## config.mk

```make
export PLATFORM = sky130hd
export DESIGN_NAME = irq_coalesce_timer
export DESIGN_NICKNAME = d
export VERILOG_FILES = /design/src/rtl/coal_pkg.sv /design/src/rtl/coal_cycle_gen.sv /design/src/rtl/coal_dir.sv /design/src/rtl/irq_coalesce_timer.sv
export SDC_FILE = /design/constraint.sdc
export NUM_CORES = 1
export LEC_CHECK = 0
export BUFFER_PORTS_ARGS = -buffer_cell sky130_fd_sc_hd__buf_2
export CAP_MARGIN = 30
export CELL_PAD_IN_SITES_DETAIL_PLACEMENT = 0
export CELL_PAD_IN_SITES_GLOBAL_PLACEMENT = 1
export CORE_MARGIN = 2
export CORE_UTILIZATION = 49
export DETAILED_ROUTE_END_ITERATION = 7
export HOLD_SLACK_MARGIN = 0.1
export PLACE_DENSITY = 0.85
export SYNTH_ARGS = -nofsm -noshare
export SYNTH_HDL_FRONTEND = slang
export SYNTH_HIERARCHICAL = 1
export SYNTH_SLANG_ARGS = --single-unit
```

## constraint.sdc

```tcl
create_clock -name clk -period 4.8 [get_ports clk]
set_input_delay 0.24 -clock clk [delete_from_list [all_inputs] [get_ports clk]]
set_output_delay 0.24 -clock clk [all_outputs]
set_load 0.05 [all_outputs]
```

## src/rtl/coal_pkg.sv

```systemverilog
package coal_pkg;
    parameter int THR_W = 3;
    parameter int TMO_W = 4;
    parameter int N_DIR = 2;

    // Multiplier of the base cycle length for a speed / cycle-length choice.
    function automatic int cyc_mult(input logic spd_10, input logic long_c);
        int m;
        m = 1;
        if (spd_10) m = m * 10;
        if (long_c) m = m * 16;
        return m;
    endfunction

    typedef struct packed {
        logic [THR_W-1:0] cnt;
        logic [TMO_W-1:0] cyc;
        logic             irq;
    } dir_state_t;
endpackage

```

## src/rtl/coal_cycle_gen.sv

```systemverilog
module coal_cycle_gen #(
    parameter int BASE_TICKS = 512
) (
    input  logic clk,
    input  logic rst_n,
    input  logic run_i,
    input  logic ref_tick_i,
    input  logic spd_10_i,
    input  logic long_i,
    output logic cyc_tick_o
);
    import coal_pkg::*;

    localparam int MAX_P = BASE_TICKS * 160;
    localparam int PW    = $clog2(MAX_P + 1);

    logic [PW-1:0] pcnt_d, pcnt_q, period;

    always_comb begin
        period     = PW'(BASE_TICKS * cyc_mult(spd_10_i, long_i));
        cyc_tick_o = run_i && ref_tick_i && (pcnt_q == period - 1'b1);
        pcnt_d     = pcnt_q;
        if (!run_i)          pcnt_d = '0;
        else if (ref_tick_i) pcnt_d = cyc_tick_o ? '0 : pcnt_q + 1'b1;
    end

    always_ff @(posedge clk) begin
        if (!rst_n) pcnt_q <= '0;
        else        pcnt_q <= pcnt_d;
    end

    AST_PRE_BOUND: assert property (@(posedge clk) disable iff (!rst_n)
        pcnt_q < period);
    AST_PRE_HOLD: assert property (@(posedge clk) disable iff (!rst_n)
        (run_i && !ref_tick_i) |=> (pcnt_q == $past(pcnt_q)));
endmodule

```

## src/rtl/coal_dir.sv

```systemverilog
module coal_dir #(
    parameter int BASE_TICKS = 512
) (
    input  logic                       clk,
    input  logic                       rst_n,
    input  logic                       ref_tick_i,
    input  logic                       spd_10_i,
    input  logic                       evt_i,
    input  logic [coal_pkg::THR_W-1:0] thr_i,
    input  logic [coal_pkg::TMO_W-1:0] tmo_i,
    input  logic                       long_i,
    output logic                       irq_o
);
    import coal_pkg::*;

    dir_state_t       st_d, st_q;
    logic [THR_W-1:0] thr_eff;
    logic             pending, run, cyc_tick, thr_hit, tmo_hit;

    always_comb begin
        thr_eff = (thr_i == '0) ? THR_W'(1) : thr_i;
        pending = (st_q.cnt != '0);
        run     = pending && (tmo_i != '0);
    end

    coal_cycle_gen #(.BASE_TICKS(BASE_TICKS)) u_cyc (
        .clk        (clk),
        .rst_n      (rst_n),
        .run_i      (run),
        .ref_tick_i (ref_tick_i),
        .spd_10_i   (spd_10_i),
        .long_i     (long_i),
        .cyc_tick_o (cyc_tick)
    );

    always_comb begin
        thr_hit = evt_i && (({1'b0, st_q.cnt} + 1'b1) >= {1'b0, thr_eff});
        tmo_hit = run && cyc_tick && (({1'b0, st_q.cyc} + 1'b1) == {1'b0, tmo_i});
        st_d     = st_q;
        st_d.irq = 1'b0;
        if (thr_hit || tmo_hit) begin
            st_d.cnt = '0;
            st_d.cyc = '0;
            st_d.irq = 1'b1;
        end else begin
            if (evt_i)    st_d.cnt = st_q.cnt + 1'b1;
            if (!pending) st_d.cyc = '0;
            else if (cyc_tick) st_d.cyc = st_q.cyc + 1'b1;
        end
    end

    always_ff @(posedge clk) begin
        if (!rst_n) st_q <= '0;
        else        st_q <= st_d;
    end

    assign irq_o = st_q.irq;

    AST_IRQ_CLEARS: assert property (@(posedge clk) disable iff (!rst_n)
        st_q.irq |-> (st_q.cnt == '0 && st_q.cyc == '0));
    AST_IMMEDIATE: assert property (@(posedge clk) disable iff (!rst_n)
        (evt_i && thr_i <= THR_W'(1)) |=> st_q.irq);
    AST_NO_TIMER: assert property (@(posedge clk) disable iff (!rst_n)
        (st_q.irq && !$past(evt_i)) |-> ($past(tmo_i) != '0));
    AST_CYC_BOUND: assert property (@(posedge clk) disable iff (!rst_n)
        (pending && tmo_i != '0) |-> (st_q.cyc < tmo_i));
endmodule

```

## src/rtl/irq_coalesce_timer.sv

```systemverilog
module irq_coalesce_timer #(
    parameter int BASE_TICKS = 512
) (
    input  logic       clk,
    input  logic       rst_n,
    input  logic       ref_tick_i,
    input  logic       spd_10_i,
    input  logic       tx_evt_i,
    input  logic [2:0] tx_thr_i,
    input  logic [3:0] tx_tmo_i,
    input  logic       tx_long_i,
    input  logic       rx_evt_i,
    input  logic [2:0] rx_thr_i,
    input  logic [3:0] rx_tmo_i,
    input  logic       rx_long_i,
    output logic       tx_irq_o,
    output logic       rx_irq_o
);
    import coal_pkg::*;

    logic [N_DIR-1:0]            evt, lng, irq;
    logic [N_DIR-1:0][THR_W-1:0] thr;
    logic [N_DIR-1:0][TMO_W-1:0] tmo;

    // Index 0 = transmit, index 1 = receive.
    assign evt = {rx_evt_i, tx_evt_i};
    assign lng = {rx_long_i, tx_long_i};
    assign thr = {rx_thr_i, tx_thr_i};
    assign tmo = {rx_tmo_i, tx_tmo_i};

    for (genvar d = 0; d < N_DIR; d++) begin : g_dir
        coal_dir #(.BASE_TICKS(BASE_TICKS)) u_dir (
            .clk        (clk),
            .rst_n      (rst_n),
            .ref_tick_i (ref_tick_i),
            .spd_10_i   (spd_10_i),
            .evt_i      (evt[d]),
            .thr_i      (thr[d]),
            .tmo_i      (tmo[d]),
            .long_i     (lng[d]),
            .irq_o      (irq[d])
        );
    end

    assign tx_irq_o = irq[0];
    assign rx_irq_o = irq[1];
endmodule

```

==> results.cfg <==
[placement]
placed_cell_area_mm2 = 0.00309
place_congestion = 0.775
dpl_worst_slack_ps = 1500
port_buffers = 23
post-dp-hpwl_um = 4230
place_inst = 415

[cells_and_area]
areaGrowthSynthToFinish_pct = 9.64
drive_above_1_share = 0.106
layout.nets = 383
final_util = 0.547
regArea_mm2 = 0.00100
antennaDiodeCount = 0
multi_input_area_mm2 = 0.00183
final_common_cell = dfxtp_1
layout_common_cells = 50 x dfxtp_1, 28 x nand2_1, 26 x xnor2_1
fill_cells = 545
final_cells = 423
fin_area_mm2 = 0.00320

[run_status]
status = finished clean

[timing]
clock_skew_ps = 7.96
period_share = 0.684
grt_setup_unrepaired = false
setup_slack_ps = 1510
drv_slew = 0
clock.fmax_mhz = 304
worst_slew_pin_slew_ps = 826
hold_violations = 0
whs_ps = 281
slew_headroom = 0.445
setup_violations = 0
fin_crit_ps = 3290
fin_tns_setup_ps = 0

[synth]
synth_seq_area_share = 0.343
synth_warnings = 6
synthFlopType = dfxtp_1
netlist_instances = 324
synth_seq_cells = 50
synth_fp_nets = 360
syn_avg_cell_area_um2 = 9.01
syn_area_mm2 = 0.00292
synthArstFlopShare = 0
synth_cell_types = 42
synth_edf_count = 0

[power]
pwr_density_cell_mw_per_mm2 = 257
peakVddDrop_mv = 0.163
p_leak_nw = 1.14
power_mw = 0.823

[grt]
grtUsageMet2 = 0.339
grt_max_degree = 18
antenna_found_initial = 0
grt_pass1_wl_um = 10100
grt.busiest_layer = met2
gr-usage-met1 = 0.248
overflow = 0
grtUsageTotal = 0.194
met3_usage = 0.0367
grt_pass1_vias = 2275

[detailed_routing]
first_pass_iters = 4
drtIter0Drc = 107
vias = 2393
vias_per_cell = 5.66
wirelength_um = 5760
drc = 0
drtAntennaViolNets = 0
wl_per_cell_um = 13.6

[die]
die_y_um = 81.2
ios = 24
row_count = 28
fp.dieW_um = 81.2
core_area_mm2 = 0.00585
dieArea_mm2 = 0.00659
initial_core_util = 0.499

[critical_path]
r2r_setup_slack_ps = 1510
crit_type = reg2reg
cp_max_fo = 14
worst_setup_path_start_kind = register
crit_required_ps = 4970
cp.arrival_ps = 3450
crit_path_end_kind = register

[clocking]
clkLatencyLatePin_ps = 300
cts_tree = built
post_cts_buffers = 0
cts_root_buffer = clkbuf_8
cts_buffers = 5
htreeDepth = 2
cts.sinks = 50
cts.path.max_buffers = 2
path_clk_slew_ps = 90
cts_resized = 0
holdBufCountCts = 0

[run]
cap_viol_max_count = 0

[min_path]
hold_path.class = in2reg
-- worst max-delay path, stage by stage (launching register included) --
cell	delay [ps]
dfxtp_1	410
inv_1	70
ha_1	180
nor2b_1	130
nor2_1	230
nand4bb_1	130
a221o_1	360
nor4_4	720
nand4_1	260
nor4b_4	540
nor4_1	130
-- sequential cells by signal (all words and copies together) (netlist names) --
signal and cells:
g_dir.u_dir/st_q 14, g_dir.u_dir/irq_o 2, g_dir.u_dir/u_cyc/pcnt_q 34
-- routing by layer --
metal,vias to the layer above,routed length [um]
met5,-,0
met4,0,58
met3,6,161
met2,37,2820
met1,1115,2720
li1,1235,-
-- where the power goes --
group / internal, mW / switching (mW)
sequential: 0.421 / 0.00650
clock: 0.156 / 0.138
combinational: 0.0408 / 0.0613
-- cell type report --
| class | count | area share |
|---|---|---|
| Sequential cell | 50 | 0.313 |
| Multi-Input combinational cell | 254 | 0.571 |
| Timing Repair Buffer | 24 | 0.0383 |
| Inverter | 12 | 0.0141 |
| Clock inverter | 2 | 0.0117 |
| Tap cell | 75 | 0.0293 |
| Clock buffer | 6 | 0.0227 |
-- cell usage after synthesis, types with 4 or more instances --
master / n / area (um^2)
and4_1: 4 / 35.0
o31a_1: 4 / 35.0
or4_1: 4 / 30.0
a21oi_1: 6 / 30.0
nand2b_1: 4 / 25.0
nand3_1: 8 / 40.0
xor2_1: 22 / 193
nor3_1: 24 / 120
and3_1: 4 / 25.0
xnor2_1: 26 / 228
mux2i_1: 10 / 100
nor2_1: 18 / 67.6
nand4_1: 12 / 75.1
dfxtp_1: 50 / 1000
nor4_1: 18 / 113
ha_1: 14 / 175
nor2b_1: 6 / 37.5
nand2_1: 28 / 105
inv_1: 12 / 45.0
clkbuf_1: 6 / 22.5
-- cells by family (layout without fill, tap and decap cells) --
logic type               count (synthesis)  after routing  share of synthesized area
AND/OR/NAND/NOR                        146            146                      0.298
XOR/XNOR                                48             48                      0.144
flip-flops                              50             50                      0.343
multiplexers                            10             10                     0.0343
AO/OA/AOI/OAI                           36             36                     0.0900
adder cells (fa/ha/maj)                 14             14                     0.0600
buffers and inverters                   20             44                     0.0308
-- path summary, 6_finish.rpt --
path | from | to | depth (start not counted)
max | g_dir[1].u_dir/st_q[5]$_SDFFE_PP0P_ | g_dir[1].u_dir/st_q[4]$_SDFFE_PP0P_ | 10
max reg2reg | g_dir[1].u_dir/st_q[5]$_SDFFE_PP0P_ | g_dir[1].u_dir/st_q[4]$_SDFFE_PP0P_ | 10
min | tx_evt_i | g_dir[0].u_dir/st_q[5]$_SDFFE_PP0P_ | 4
min reg2reg | g_dir[0].u_dir/u_cyc/pcnt_q[15]$_SDFFE_PN0P_ | g_dir[0].u_dir/u_cyc/pcnt_q[15]$_SDFFE_PN0P_ | 2
Note: power is estimated with default switching activity, not from simulation.
